**config.mk**
```make
export PLATFORM = sky130hd
export DESIGN_NAME = keyed_wdt
export DESIGN_NICKNAME = d
export VERILOG_FILES = /design/src/rtl/kwdt_pkg.sv /design/src/rtl/kwdt_kick_seq.sv /design/src/rtl/kwdt_countdown.sv /design/src/rtl/keyed_wdt.sv
export SDC_FILE = /design/constraint.sdc
export NUM_CORES = 1
export LEC_CHECK = 0
export CAP_MARGIN = 0
export CORE_MARGIN = 2
export CORE_UTILIZATION = 50
export DETAILED_ROUTE_END_ITERATION = 8
export HOLD_SLACK_MARGIN = 0.06
export PLACE_DENSITY = 0.78
export SYNTH_ARGS = -nofsm -noshare
export SYNTH_HDL_FRONTEND = slang
export SYNTH_SLANG_ARGS = --single-unit
```
**constraint.sdc**
```tcl
create_clock -name clk -period 2 [get_ports clk]
set_clock_uncertainty 0.05 [all_clocks]
set_input_delay 0.4 -clock clk [delete_from_list [all_inputs] [get_ports clk]]
set_output_delay 0.4 -clock clk [all_outputs]
set_load 0.05 [all_outputs]
```
**src/rtl/kwdt_pkg.sv**
```systemverilog
package kwdt_pkg;
    typedef enum logic {
        SEQ_IDLE   = 1'b0,
        SEQ_PRIMED = 1'b1
    } seq_e;
endpackage

```
**src/rtl/kwdt_kick_seq.sv**
```systemverilog
module kwdt_kick_seq
    import kwdt_pkg::*;
#(
    parameter int AW = 4,
    parameter int DW = 16,
    parameter logic [AW-1:0] ADDR_KICK1 = 2,
    parameter logic [AW-1:0] ADDR_KICK2 = 3,
    parameter logic [DW-1:0] KEY1 = 16'h005A,
    parameter logic [DW-1:0] KEY2 = 16'h00A5
) (
    input  logic          clk,
    input  logic          rst_n,
    input  logic          en,
    input  logic          we,
    input  logic [AW-1:0] addr,
    input  logic [DW-1:0] wdata,
    output logic          kick,
    output logic          fault
);
    seq_e seq_d, seq_q;

    always_comb begin
        seq_d = seq_q;
        kick  = 1'b0;
        fault = 1'b0;
        if (!en) begin
            seq_d = SEQ_IDLE;
        end else if (we) begin
            seq_d = SEQ_IDLE;
            if (addr == ADDR_KICK1) begin
                if (wdata != KEY1) fault = 1'b1;
                else if (seq_q == SEQ_IDLE) seq_d = SEQ_PRIMED;
            end else if (addr == ADDR_KICK2) begin
                if (wdata != KEY2) fault = 1'b1;
                else kick = (seq_q == SEQ_PRIMED);
            end
        end
    end

    always_ff @(posedge clk or negedge rst_n) begin
        if (!rst_n) seq_q <= SEQ_IDLE;
        else        seq_q <= seq_d;
    end
endmodule

```
**src/rtl/kwdt_countdown.sv**
```systemverilog
module kwdt_countdown #(
    parameter int CW = 16
) (
    input  logic          clk,
    input  logic          rst_n,
    input  logic          run,
    input  logic          load,
    input  logic [CW-1:0] load_val,
    output logic          expired
);
    logic [CW-1:0] cnt_d, cnt_q;

    always_comb begin
        cnt_d = cnt_q;
        if (load)                       cnt_d = load_val;
        else if (run && cnt_q != '0)    cnt_d = cnt_q - 1'b1;
        expired = run && !load && (cnt_q == '0);
    end

    always_ff @(posedge clk or negedge rst_n) begin
        if (!rst_n) cnt_q <= '0;
        else        cnt_q <= cnt_d;
    end
endmodule

```
**src/rtl/keyed_wdt.sv**
```systemverilog
module keyed_wdt #(
    parameter int AW = 4,
    parameter int DW = 16,
    parameter int TW = 16,
    parameter int RST_HOLD = 64,
    parameter int DEFAULT_TIMEOUT = 1000,
    parameter logic [AW-1:0] ADDR_CFG   = 0,
    parameter logic [AW-1:0] ADDR_ARM   = 1,
    parameter logic [AW-1:0] ADDR_KICK1 = 2,
    parameter logic [AW-1:0] ADDR_KICK2 = 3,
    parameter logic [DW-1:0] KEY1 = 16'h005A,
    parameter logic [DW-1:0] KEY2 = 16'h00A5
) (
    input  logic          clk,
    input  logic          rst_n,
    input  logic [AW-1:0] bus_addr,
    input  logic [DW-1:0] bus_wdata,
    input  logic          bus_we,
    output logic          core_rst,
    output logic          rst_out
);
    localparam int HW = (RST_HOLD > 1) ? $clog2(RST_HOLD) : 1;
    localparam logic [HW-1:0] HOLD_LAST = HW'(RST_HOLD - 1);

    typedef struct packed {
        logic          armed;
        logic [TW-1:0] timeout;
        logic [HW-1:0] hold_cnt;
        logic          rst_out;
        logic          core_rst;
    } wdt_state_t;

    wdt_state_t st_d, st_q;

    logic running, arm_set, hold_done, reload;
    logic kick_w, fault_w, expired_w, bite;
    logic armed_w;
    logic [TW-1:0] timeout_w;

    assign running   = st_q.armed && !st_q.rst_out;
    assign arm_set   = !st_q.armed && bus_we && (bus_addr == ADDR_ARM) && bus_wdata[0];
    assign hold_done = st_q.rst_out && (st_q.hold_cnt == '0);
    assign reload    = arm_set || kick_w || hold_done;
    assign bite      = running && (fault_w || expired_w);

    kwdt_kick_seq #(
        .AW(AW), .DW(DW),
        .ADDR_KICK1(ADDR_KICK1), .ADDR_KICK2(ADDR_KICK2),
        .KEY1(KEY1), .KEY2(KEY2)
    ) u_seq (
        .clk(clk), .rst_n(rst_n), .en(running),
        .we(bus_we), .addr(bus_addr), .wdata(bus_wdata),
        .kick(kick_w), .fault(fault_w)
    );

    kwdt_countdown #(.CW(TW)) u_cnt (
        .clk(clk), .rst_n(rst_n), .run(running),
        .load(reload), .load_val(st_q.timeout),
        .expired(expired_w)
    );

    always_comb begin
        st_d = st_q;
        st_d.core_rst = 1'b0;
        if (!st_q.armed && bus_we && bus_addr == ADDR_CFG)
            st_d.timeout = bus_wdata[TW-1:0];
        if (arm_set)
            st_d.armed = 1'b1;
        if (st_q.rst_out) begin
            if (hold_done) st_d.rst_out = 1'b0;
            else           st_d.hold_cnt = st_q.hold_cnt - 1'b1;
        end else if (bite) begin
            st_d.rst_out  = 1'b1;
            st_d.core_rst = 1'b1;
            st_d.hold_cnt = HOLD_LAST;
        end
    end

    always_ff @(posedge clk or negedge rst_n) begin
        if (!rst_n) begin
            st_q.armed    <= 1'b0;
            st_q.timeout  <= TW'(DEFAULT_TIMEOUT);
            st_q.hold_cnt <= '0;
            st_q.rst_out  <= 1'b0;
            st_q.core_rst <= 1'b0;
        end else begin
            st_q <= st_d;
        end
    end

    assign armed_w   = st_q.armed;
    assign timeout_w = st_q.timeout;
    assign core_rst  = st_q.core_rst;
    assign rst_out   = st_q.rst_out;
endmodule

```
==> results of run 1 <==
==> per-stage QoR <==
step,cells,hold slack (ns),power (mW)
finish,311,0.116,2.37
CTS,310,0.130,2.30
global placement,302,0.440,1.74
floorplan,193,0.0544,1.48
global route,311,0.146,2.51
detailed placement,302,0.442,1.77
==> final cells by class <==
type	instances	area, µm²
Tap cell	52	65.1
Inverter	9	33.8
Timing Repair Buffer	62	537
Clock buffer	8	80.1
Fill cell	321	1280
Sequential cell	42	1060
Multi-Input combinational cell	138	1270
==> registers in the layout (all words and copies together) (netlist names) <==
name	flops
rst_out	1
armed_w	1
u_seq.seq_q	1
timeout_w	16
u_cnt.cnt_q	16
st_q	6
core_rst	1
==> layout by cell type, fill, tap and decap left out, types with 3 or more instances in the layout <==
cell type	netlist	final
sky130_fd_sc_hd__nand2_1	13	10
sky130_fd_sc_hd__nor3_1	6	6
sky130_fd_sc_hd__dfstp_2	6	6
sky130_fd_sc_hd__clkbuf_8	0	5
sky130_fd_sc_hd__nor2_1	10	9
sky130_fd_sc_hd__dfrtp_1	36	35
sky130_fd_sc_hd__buf_6	0	3
sky130_fd_sc_hd__nor4_1	5	3
sky130_fd_sc_hd__clkdlybuf4s50_1	0	21
sky130_fd_sc_hd__nand2_2	0	3
sky130_fd_sc_hd__nand3_1	4	4
sky130_fd_sc_hd__nand4_1	6	6
sky130_fd_sc_hd__mux2_2	33	25
sky130_fd_sc_hd__xnor2_1	5	5
sky130_fd_sc_hd__inv_1	9	8
sky130_fd_sc_hd__xor2_1	10	10
sky130_fd_sc_hd__mux2_4	0	8
sky130_fd_sc_hd__a21oi_2	0	4
sky130_fd_sc_hd__buf_4	0	35
sky130_fd_sc_hd__clkbuf_1	3	3
==> cells by family (layout without fill, tap and decap cells) <==
kind of cell             after synthesis  count (layout)  share of synthesized area (%)
AND/OR/NAND/NOR                       64              64                           17.7
flip-flops                            42              42                           47.8
multiplexers                          35              35                           17.7
AO/OA/AOI/OAI                         21              22                           7.29
XOR/XNOR                              15              15                           5.93
buffers and inverters                 14              79                           2.49
adder cells (fa/ha/maj)                2               2                           1.13
==> Yosys cell counts, drive strengths merged (3+ instances only) <==
cell type	instances
dfrtp	36
mux2	33
nand2	13
nor2	10
xor2	10
inv	9
nor3	7
a21oi	6
dfstp	6
nand4	6
nor4	5
xnor2	5
a211oi	4
nand3	4
clkbuf	3
==> per-layer routing <==
| metal | GRT usage [%] | vias to the layer above | share of wire [%] |
|---|---|---|---|
| li1 | - | 827 | - |
| met1 | 25.3 | 841 | 45 |
| met2 | 32.1 | 23 | 51 |
| met3 | 5.13 | 2 | 3.2 |
| met4 | 4.40 | 0 | 0.50 |
| met5 | 0 | - | 0 |
==> final timing paths <==
kind                                             start                         end  slack (ns)  cells after the start
setup / recovery           u_cnt.cnt_q[10]$_DFFE_PN0P_  u_cnt.cnt_q[8]$_DFFE_PN0P_       -0.07                      6
hold / removal                                   rst_n  u_cnt.cnt_q[3]$_DFFE_PN0P_        0.12                      2
setup reg to reg           u_cnt.cnt_q[10]$_DFFE_PN0P_  u_cnt.cnt_q[8]$_DFFE_PN0P_       -0.07                      6
hold reg to reg               timeout_w[7]$_DFFE_PN1P_  u_cnt.cnt_q[7]$_DFFE_PN0P_        0.46                      2
max in group asynchronous                        rst_n    timeout_w[8]$_DFFE_PN1P_        1.41                      2
min in group clk                          bus_wdata[7]    timeout_w[7]$_DFFE_PN1P_        0.46                      2
==> critical path, stage by stage (launching register included) <==
cell and delay [ns]:
sky130_fd_sc_hd__dfrtp_1 0.39, sky130_fd_sc_hd__or4_4 0.59, sky130_fd_sc_hd__nor3_4 0.21, sky130_fd_sc_hd__buf_6 0.16, sky130_fd_sc_hd__a21oi_2 0.05, sky130_fd_sc_hd__mux2_2 0.25, sky130_fd_sc_hd__mux2_4 0.25
==> what timing repair did <==
item / in CTS / in global routing
pin swaps: 0 / 9
setup endpoints to repair: 20 / 25
gates resized for setup: 8 / 32
cloned: 0 / 1
==> power by group through the flow <==
stage,Combinational [mW],Clock (mW),Sequential [mW]
after global placement,0.624,0,1.12
after floorplan,0.368,0,1.11
after CTS,0.667,0.525,1.11
after global routing,0.808,0.567,1.13
after detailed placement,0.641,0,1.13
final,0.746,0.509,1.12
==> results.rst, run 1 <==
.. list-table::
   :header-rows: 1

   * - Metric
     - Value
   * - Outcome
     - finished with violations
   * - Violations in the final reports
     - setup timing
   * - Total number of clock tree sinks
     - 42
   * - Clock buffer count from CTS
     - 5
   * - H-tree Lvls
     - 2
   * - Part of the cycle the worst path needs
     - 103%
   * - Final core utilization
     - 70.5%
   * - Effective utilization at floorplan
     - 51.2%
   * - Area overhead of the layout relative to synthesis
     - 37.6%
   * - Async set or reset register ratio after synthesis
     - 100%
   * - Clock Tree Root
     - sky130_fd_sc_hd__clkbuf_8
   * - Worst max-slew margin expressed relative to the limit
     - approximately 67%
   * - Post-synthesis sequential area ratio
     - roughly 48%
   * - Y dimension of the die
     - about 70 µm
   * - Pin count of the biggest net entering global routing
     - between 40 and 50
   * - Antenna violations before repair
     - 0
   * - Power Internal
     - around 1.7 mW
   * - Antenna Cells
     - 0
   * - Clock tree from TritonCTS
     - yes
   * - Gr ovfl total
     - 0
   * - Crit Path Category
     - reg -> reg
   * - Achievable clock frequency
     - around 0.48 GHz
   * - Maximum vdd drop
     - 428 µV
   * - Vias post-DR
     - approximately 1700
   * - Final count of negative-setup-slack endpoints
     - 17
   * - Number of distinct library cell variants in the gate-level netlist after synthesis
     - 42
   * - Hold Vio Cnt, Final
     - 0
   * - Proportion of layout cells with a drive suffix above 1
     - 44.8%
   * - HPWL reported at the end of detailed placement
     - 3.13 mm
   * - Post-synthesis area per instance
     - between 10 and 15 µm²
   * - Remaining DRCs
     - 0
   * - Vias in the first global route
     - ~1700
   * - Number of iterations in the first detailed-routing pass
     - 4
   * - Core area
     - 4320 µm²
   * - Horiz. Die Dim
     - 70.6 µm
   * - Post-synth EDFFs
     - 0
   * - Die Area
     - around 5000 µm²
   * - Maximum capacitance violations
     - 0
   * - Post-Syn Area
     - 2210 µm²
   * - Final design instance area without fill
     - roughly 3000 µm²
   * - Input/output buffers
     - 24
   * - Required time at the endpoint of the critical path
     - 2.12 ns
   * - Number of nets in the synthesized netlist
     - 218
   * - Relative contribution of combinational cells to total power
     - 31.5%
   * - Number of slew-limit violations in the final report
     - 0
   * - Power per cell area
     - 778 nW/µm²
   * - Shortest period the worst path allows
     - 2.07 ns
   * - Power share of the sequential group
     - 47.1%
   * - Top cells by area, synth
     - sky130_fd_sc_hd__dfrtp_1 (41%), sky130_fd_sc_hd__mux2_2 (17%), sky130_fd_sc_hd__dfstp_2 (7.1%)
   * - RSZ-0062 raised after global routing
     - true
   * - Max Buffers Root-to-Sink
     - 2
   * - Post-detailed-routing wire length
     - 4.56 mm
   * - Endpoint class of the critical path
     - flop
   * - Worst min-delay path class
     - in -> async
   * - Yosys warnings
     - 0
   * - Share of total power in the clock network
     - about 22%
   * - Gr usage total
     - 19.2%
   * - Predominant post-synthesis flop cell
     - sky130_fd_sc_hd__dfrtp_1
   * - Worst-path maximum fanout
     - 8
   * - Clock Pin Slew Worst Setup and Hold Paths
     - 0.08 ns
   * - Number of buffers added for setup after CTS
     - 0
   * - Setup slack after layout
     - -0.0683 ns
   * - Sw Share
     - 29.3%
   * - Slew at the pin closest to its max-slew limit
     - 0.501 ns
   * - Cell count after synthesis
     - 193
   * - Total negative setup slack
     - -0.542 ns
   * - Area share of the leading cell type in the synthesized netlist
     - between 40% and 50%
   * - Cell taking the most area after synthesis
     - sky130_fd_sc_hd__dfrtp_1
   * - Via density per instance
     - 5.44
   * - Data arrival time of the critical path
     - 2.19 ns
   * - I/O pin count
     - 25
   * - Average wire per standard cell
     - roughly 15 µm
   * - Post-Place Setup Slack
     - -0.505 ns
   * - Starting DRT DRC Count
     - 98
   * - Clock insertion delay at the later pin of the skew report
     - 0.28 ns
   * - Startpoint Class
     - flop
   * - Post-DRT Antenna Nets
     - 0
   * - Post-DP Area
     - 2790 µm²
   * - Routability-driven placement congestion ratio
     - ~0.75
   * - Global-route wire length before repair
     - 7.62 mm
   * - Number of nets in the layout
     - 283
   * - # hold bufs at CTS
     - 0
   * - Psw
     - between 600 and 700 µW
   * - Rows
     - 24
   * - Number of flip-flops and latches in the synthesized netlist
     - between 40 and 50
   * - Leakage power
     - 1.38 nW
Note: power is estimated with default switching activity, not from simulation.
==> inputs of run 2 (changes only) <==
ABC_CLOCK_PERIOD_IN_PS = 2000   (was not set)
CORE_MARGIN = not set   (was 2)
CORE_UTILIZATION = 25   (was 50)
PLACE_DENSITY = 0.46   (was 0.78)
==> results.rst, run 2 (synthesis results as in run 1) <==
.. list-table::
   :header-rows: 1

   * - Metric
     - Value
   * - Clock insertion delay at the later pin of the skew report
     - 0.29 ns (about the same)
   * - Violations in the final reports
     - setup timing
   * - Startpoint of the lowest-slack hold path
     - bus_wdata[11]
   * - Total power of the final layout
     - 2.52 mW (+6.2%)
   * - Effective utilization at floorplan
     - 26.4% (-25 points)
   * - Number of iterations in the first detailed-routing pass
     - 4 (unchanged)
   * - Data arrival time of the critical path
     - 2.20 ns (about the same)
   * - Hold Vio Cnt, Final
     - 0 (unchanged)
   * - Crit Path Category
     - reg -> reg
   * - Share of total power in the clock network
     - 22.1% (+0.6 points)
   * - Slowest cell on the critical path
     - sky130_fd_sc_hd__or4_4
   * - Sw Share
     - 29.3% (about the same)
   * - Power Internal
     - 1.78 mW (+6.1%)
   * - Fill cell instance count of the final layout
     - 812 (+150%)
   * - Power share of the sequential group
     - 44.3% (-2.8 points)
   * - FF-to-FF setup slack
     - -0.04 ns (+0.03 ns)
   * - Number of nets in the layout
     - 286 (+1.1%)
   * - Max Buffers Root-to-Sink
     - 2 (unchanged)
   * - Endpoint class of the critical path
     - flop
   * - Pin count of the biggest net entering global routing
     - 25 (-42%)
   * - Area overhead of the layout relative to synthesis
     - 46.6%
   * - Post-DP Area
     - 2870 µm² (+2.9%)
   * - Achievable clock frequency
     - 0.490 GHz (+1.3%)
   * - Clock Pin Slew Worst Setup and Hold Paths
     - 0.08 ns (about the same)
   * - Antenna violations before repair
     - 0 (unchanged)
   * - Die Area
     - 9240 µm² (+86%)
   * - Core area
     - 8380 µm² (+94%)
   * - Worst min-delay path class
     - in -> reg
   * - Final design instance area without fill
     - 3250 µm² (+6.5%)
   * - Clock buffer count from CTS
     - 5 (unchanged)
   * - Worst max-slew margin expressed relative to the limit
     - 66.3% (-0.26 points)
   * - Y dimension of the die
     - 96.1 µm (+36%)
   * - Power per cell area
     - 776 nW/µm² (-0.35%)
   * - Number of slew-limit violations in the final report
     - 0 (unchanged)
   * - Via density per instance
     - 4.54 (-17%)
   * - H-tree Lvls
     - 2 (unchanged)
   * - I/O pin count
     - 25 (unchanged)
   * - Maximum vdd drop
     - 329 µV (-23%)
   * - Gr ovfl total
     - 0 (unchanged)
   * - RSZ-0062 raised after global routing
     - true
   * - Input/output buffers
     - 24 (unchanged)
   * - Global-route wire length before repair
     - 8.70 mm (+14%)
   * - Leakage power
     - 1.50 nW (+8.9%)
   * - Highest layer used for signal routing
     - met4
   * - Outcome
     - finished with violations
   * - Total negative setup slack
     - -0.300 ns (+0.242 ns)
   * - Remaining DRCs
     - 0 (unchanged)
   * - Psw
     - 738 µW (+6.3%)
   * - Relative contribution of combinational cells to total power
     - 33.6% (+2.1 points)
   * - Routed length on met3
     - 120 µm (-18%)
   * - Slew at the pin closest to its max-slew limit
     - 0.505 ns (+0.00311 ns)
   * - HPWL reported at the end of detailed placement
     - 3.70 mm (+18%)
   * - Post-detailed-routing wire length
     - 5.25 mm (+15%)
   * - Clock tree from TritonCTS
     - yes
   * - Required time at the endpoint of the critical path
     - 2.16 ns (+0.04 ns)
   * - Clock Tree Root
     - sky130_fd_sc_hd__clkbuf_8
   * - Proportion of layout cells with a drive suffix above 1
     - 47.3% (+2.5 points)
   * - Gr usage total
     - 12.4% (-6.8 points)
   * - Vias in the first global route
     - 1801 (+4.3%)
   * - First element of the critical path
     - u_cnt.cnt_q[12]$_DFFE_PN0P_
   * - Commonest non-fill, non-tap cell in the layout
     - sky130_fd_sc_hd__dfrtp_1
   * - Part of the cycle the worst path needs
     - 102% (-1.3 points)
   * - Startpoint of the worst register-to-register path
     - u_cnt.cnt_q[12]$_DFFE_PN0P_
   * - Horiz. Die Dim
     - 96.1 µm (+36%)
   * - Rows
     - 33 (+38%)
   * - Starting DRT DRC Count
     - 27 (-72%)
   * - Final core utilization
     - 38.7% (-32 points)
   * - Average wire per standard cell
     - 14.3 µm (-2.5%)
   * - Post-DRT Antenna Nets
     - 0 (unchanged)
   * - Routed wire length on met2
     - 2.55 mm (+9.6%)
   * - Vias post-DR
     - 1665 (-1.7%)
   * - Cells along the critical path
     - or4_4 > nor3_4 > or3b_4 > a22o_4 > o211ai_2
   * - Shortest period the worst path allows
     - 2.04 ns (-0.0270 ns)
   * - Post-Route M1 WL
     - 2.55 mm (+24%)
   * - Leading cell types in the layout, fill and taps excluded
     - sky130_fd_sc_hd__dfrtp_1 (35), sky130_fd_sc_hd__buf_4 (33), sky130_fd_sc_hd__mux2_2 (23)
   * - Maximum capacitance violations
     - 0 (unchanged)
   * - Final count of negative-setup-slack endpoints
     - 14 (-3)
   * - Worst-path maximum fanout
     - 8 (unchanged)
   * - Maximum single-stage delay on the critical path
     - 0.59 ns (about the same)
   * - Total number of clock tree sinks
     - 42 (unchanged)
   * - Routability-driven placement congestion ratio
     - 0.807 (+7.6%)
   * - Setup slack after layout
     - -0.0414 ns (+0.0270 ns)
   * - Antenna Cells
     - 0 (unchanged)
   * - Startpoint Class
     - flop
   * - Worst Hold Margin
     - 0.368 ns (+0.252 ns)
-- run 2: cell count changes in the layout (fill, tap and decap cells not counted), moves of 3 or more --
cell	change
sky130_fd_sc_hd__nor4_2	+4
sky130_fd_sc_hd__a21oi_1	+3
sky130_fd_sc_hd__buf_12	+3
sky130_fd_sc_hd__clkdlybuf4s50_1	-5
sky130_fd_sc_hd__dlymetal6s2s_1	+5
sky130_fd_sc_hd__nor4_1	-3
sky130_fd_sc_hd__a21oi_2	-3
-- run 2: worst paths after layout --
kind                                                    end  cells past startpoint
worst min-delay path              timeout_w[11]$_DFFE_PN0P_                      2
worst max register to register          st_q[5]$_DFFE_PN0P_                      5
worst max-delay path                    st_q[5]$_DFFE_PN0P_                      5
max in group asynchronous                 rst_out$_DFF_PN0_                      3
worst min register to register  u_cnt.cnt_q[14]$_DFFE_PN0P_                      1
min in group asynchronous        u_cnt.cnt_q[7]$_DFFE_PN0P_                      2
-- run 2: final cells by class --
| class | instances | area, µm² | share of cell area, % |
|---|---|---|---|
| timing repair buffer | 66 | 641 | 19.7 |
| tap | 105 | 131 | 4.05 |
| clock buffer | 7 | 86.3 | 2.66 |
| sequential | 42 | 1060 | 32.7 |
| multi-input combinational | 137 | 1290 | 39.7 |
| clock inverter | 1 | 5.00 | 0.154 |
| inverter | 9 | 33.8 | 1.04 |
-- run 2: critical path: cells and delay by family (launching register included) --
family | cells | cell delay [ns]
flip-flops | 1 | 0.38
AND/OR/NAND/NOR | 3 | 1.20
AO/OA/AOI/OAI | 2 | 0.34
-- run 2: power by group through the flow --
stage / clock network (mW) / logic, mW / registers, mW
2_1_floorplan: 0 / 0.368 / 1.11
3_3_place_gp: 0 / 0.691 / 1.13
3_5_place_dp: 0 / 0.702 / 1.13
4_1_cts: 0.597 / 0.785 / 1.11
5_1_grt: 0.624 / 0.919 / 1.14
6_report: 0.557 / 0.845 / 1.11
-- run 2: per-stage QoR --
stage,instances,worst slack (ns)
4_1_cts,364,-0.0405
3_5_place_dp,352,-0.402
5_1_grt,367,-0.120
2_1_floorplan,193,-0.0316
6_report,367,-0.0414
3_3_place_gp,352,-0.413
-- run 2: metal layers --
layer | track usage, % | vias to the layer above
met4 | 2.99 | 0
met1 | 16.5 | 818
met3 | 2.45 | 2
met5 | 0 | -
met2 | 20.6 | 15
li1 | - | 830
-- run 2: timing repair --
item	4_1_cts	5_1_grt
setup endpoints to repair	23	25
resized for setup	14	37
endpoints found under the hold margin	12	0
hold buffers	1	0
buffers inserted	3	2
gates cloned	0	1
pin swaps	3	8
==> inputs of run 3 (changes only) <==
CAP_MARGIN = not set   (was 0)
SKIP_CTS_REPAIR_TIMING = 1   (was not set)
==> results.rst, run 3 (synthesis results as in run 1) <==
.. list-table::
   :header-rows: 1

   * - Metric
     - Value
   * - Clock insertion delay at the later pin of the skew report
     - 0.29 ns (about the same)
   * - Post-DP Area
     - 2870 µm² (unchanged)
   * - Vias in the first global route
     - 1760 (-2.3%)
   * - Clock Pin Slew Worst Setup and Hold Paths
     - 0.08 ns (about the same)
   * - Hold Vio Cnt, Final
     - 0 (unchanged)
   * - Cell depth of the worst flop-to-flop path
     - 5 (unchanged)
   * - Outcome
     - finished with violations
   * - Sw Share
     - 28.9% (-0.43 points)
   * - FF-to-FF setup slack
     - -0.05 ns (about the same)
   * - Total number of clock tree sinks
     - 42 (unchanged)
   * - Share of total power in the clock network
     - 23.2% (+1.1 points)
   * - First element of the critical path
     - u_cnt.cnt_q[10]$_DFFE_PN0P_
   * - Slowest cell on the critical path
     - sky130_fd_sc_hd__or4_4
   * - Antenna Cells
     - 0 (unchanged)
   * - Worst Hold Path EP
     - timeout_w[9]$_DFFE_PN1P_
   * - Antenna violations before repair
     - 0 (unchanged)
   * - Effective utilization at floorplan
     - 26.4% (unchanged)
   * - Input/output buffers
     - 24 (unchanged)
   * - Final design instance area without fill
     - 3080 µm² (-5.0%)
   * - Number of instances in the placed design
     - 352 (unchanged)
   * - Area overhead of the layout relative to synthesis
     - 39.2%
   * - Crit Path Category
     - reg -> reg
   * - H-tree Lvls
     - 2 (unchanged)
   * - Post-detailed-routing wire length
     - 5.08 mm (-3.1%)
   * - Relative contribution of combinational cells to total power
     - 31.1% (-2.5 points)
   * - Destination of the worst register-to-register timing path
     - u_cnt.cnt_q[15]$_DFFE_PN0P_
   * - Maximum vdd drop
     - 326 µV (-0.94%)
   * - Worst max-slew margin expressed relative to the limit
     - 66.3% (unchanged)
   * - Worst min-delay path class
     - in -> reg
   * - Gr ovfl total
     - 0 (unchanged)
   * - Max Buffers Root-to-Sink
     - 2 (unchanged)
   * - Psw
     - 703 µW (-4.8%)
   * - Die Area
     - 9240 µm² (unchanged)
   * - Rows
     - 33 (unchanged)
   * - Required time at the endpoint of the critical path
     - 2.12 ns (-0.04 ns)
   * - Achievable clock frequency
     - 0.489 GHz (-0.25%)
   * - Gr usage total
     - 12.2% (-0.22 points)
   * - Number of slew-limit violations in the final report
     - 0 (unchanged)
   * - Final core utilization
     - 36.8% (-2.0 points)
   * - Commonest non-fill, non-tap cell in the layout
     - sky130_fd_sc_hd__dfrtp_1
   * - Startpoint of the lowest-slack hold path
     - bus_wdata[9]
   * - Routability-driven placement congestion ratio
     - 0.807 (unchanged)
   * - Maximum capacitance violations
     - 0 (unchanged)
   * - Post-DRT Antenna Nets
     - 0 (unchanged)
   * - Power per cell area
     - 789 nW/µm² (+1.8%)
   * - Power share of the sequential group
     - 45.7% (+1.4 points)
   * - Slew at the pin closest to its max-slew limit
     - 0.505 ns (-0.000000238 ns)
   * - Leakage power
     - 1.37 nW (-8.7%)
   * - Horiz. Die Dim
     - 96.1 µm (unchanged)
   * - Shortest period the worst path allows
     - 2.05 ns (+0.00510 ns)
   * - Startpoint of the worst register-to-register path
     - u_cnt.cnt_q[10]$_DFFE_PN0P_
   * - I/O pin count
     - 25 (unchanged)
   * - Proportion of layout cells with a drive suffix above 1
     - 44.7% (-2.6 points)
   * - Remaining DRCs
     - 0 (unchanged)
   * - Setup slack after layout
     - -0.0465 ns (-0.00510 ns)
   * - Y dimension of the die
     - 96.1 µm (unchanged)
   * - Data arrival time of the critical path
     - 2.17 ns (-0.03 ns)
   * - Pin count of the biggest net entering global routing
     - 25 (unchanged)
   * - Worst-path maximum fanout
     - 3 (-5)
   * - Core area
     - 8380 µm² (unchanged)
   * - HPWL reported at the end of detailed placement
     - 3.70 mm (unchanged)
   * - Average wire per standard cell
     - 14.0 µm (-1.8%)
   * - Clock tree from TritonCTS
     - yes
   * - Startpoint Class
     - flop
   * - Maximum single-stage delay on the critical path
     - 0.59 ns (about the same)
   * - Violations in the final reports
     - setup timing
   * - Fill cell instance count of the final layout
     - 840 (+3.4%)
   * - Number of nets in the layout
     - 281 (-1.7%)
   * - Post-Place Setup Slack
     - -0.402 ns (unchanged)
   * - Filler-free cell count of the finished design
     - 362 (-1.4%)
   * - Vias post-DR
     - 1646 (-1.1%)
   * - RSZ-0062 raised after global routing
     - true
   * - Leading cell types in the layout, fill and taps excluded
     - sky130_fd_sc_hd__dfrtp_1 (35), sky130_fd_sc_hd__buf_4 (32), sky130_fd_sc_hd__mux2_2 (30)
   * - Worst Hold Margin
     - 0.453 ns (+0.0853 ns)
   * - Starting DRT DRC Count
     - 30 (+11%)
   * - Final count of negative-setup-slack endpoints
     - 7 (-7)
   * - Cells on Worst Hold Path
     - 3 (+1)
   * - Number of iterations in the first detailed-routing pass
     - 4 (unchanged)
   * - Endpoint class of the critical path
     - flop
   * - Global-route wire length before repair
     - 8.55 mm (-1.7%)
   * - Power Internal
     - 1.73 mW (-2.8%)
   * - Via density per instance
     - 4.55 (+0.22%)
   * - Clock Tree Root
     - sky130_fd_sc_hd__clkbuf_8
   * - Clock buffer count from CTS
     - 5 (unchanged)
   * - Part of the cycle the worst path needs
     - 102% (+0.26 points)
   * - Cells along the critical path
     - or4_4 > buf_4 > nor3_2 > mux2_4 > mux2_2
[run 3: power by group through the flow]
stage               combinational [mW]  clock [mW]  sequential [mW]
floorplan                        0.368           0             1.11
CTS                              0.707       0.597             1.11
global placement                 0.691           0             1.13
global route                     0.835       0.626             1.14
finish                           0.756       0.564             1.11
detailed placement               0.702           0             1.13
[run 3: worst max-delay path by stage]
| stage | endpoint | slack (ns) | cells past startpoint |
|---|---|---|---|
| after global routing | u_cnt.cnt_q[2]$_DFFE_PN0P_ | -0.11 | 6 |
| after CTS | st_q[5]$_DFFE_PN0P_ | -0.10 | 8 |
| after floorplan | st_q[3]$_DFFE_PN0P_ | -0.03 | 5 |
| after detailed placement | st_q[5]$_DFFE_PN0P_ | -0.40 | 8 |
| final | u_cnt.cnt_q[15]$_DFFE_PN0P_ | -0.05 | 5 |
| after global placement | st_q[5]$_DFFE_PN0P_ | -0.41 | 7 |
[run 3: area by class of cell]
cell class                 count  area, µm²  share of cell area (%)
multi-input combinational    137       1200                    39.1
sequential                    42       1060                    34.4
timing repair buffer          61        562                    18.2
tap                          105        131                    4.26
clock buffer                   7       86.3                    2.80
inverter                       9       33.8                    1.10
clock inverter                 1       5.00                   0.162
[run 3: routing by layer]
layer	wire length (µm)	global-route usage [%]
met1	2470	16.5
met5	0	0
met3	130	2.45
met2	2470	19.9
met4	18	2.99
[run 3: worst max-delay path: cells and delay by family, from the launching register on]
kind	cells	cell delay, ns
buffers and inverters	1	0.17
DFF	1	0.39
muxes	2	0.56
and+or+nand+nor	2	0.76
[run 3: metrics by stage]
| step | TNS (ns) | total power [mW] |
|---|---|---|
| after detailed placement | -10.88 | 1.83 |
| after CTS | -0.969 | 2.42 |
| final | -0.182 | 2.43 |
| after global routing | -1.57 | 2.60 |
| after global placement | -10.58 | 1.82 |
| after floorplan | -0.169 | 1.48 |
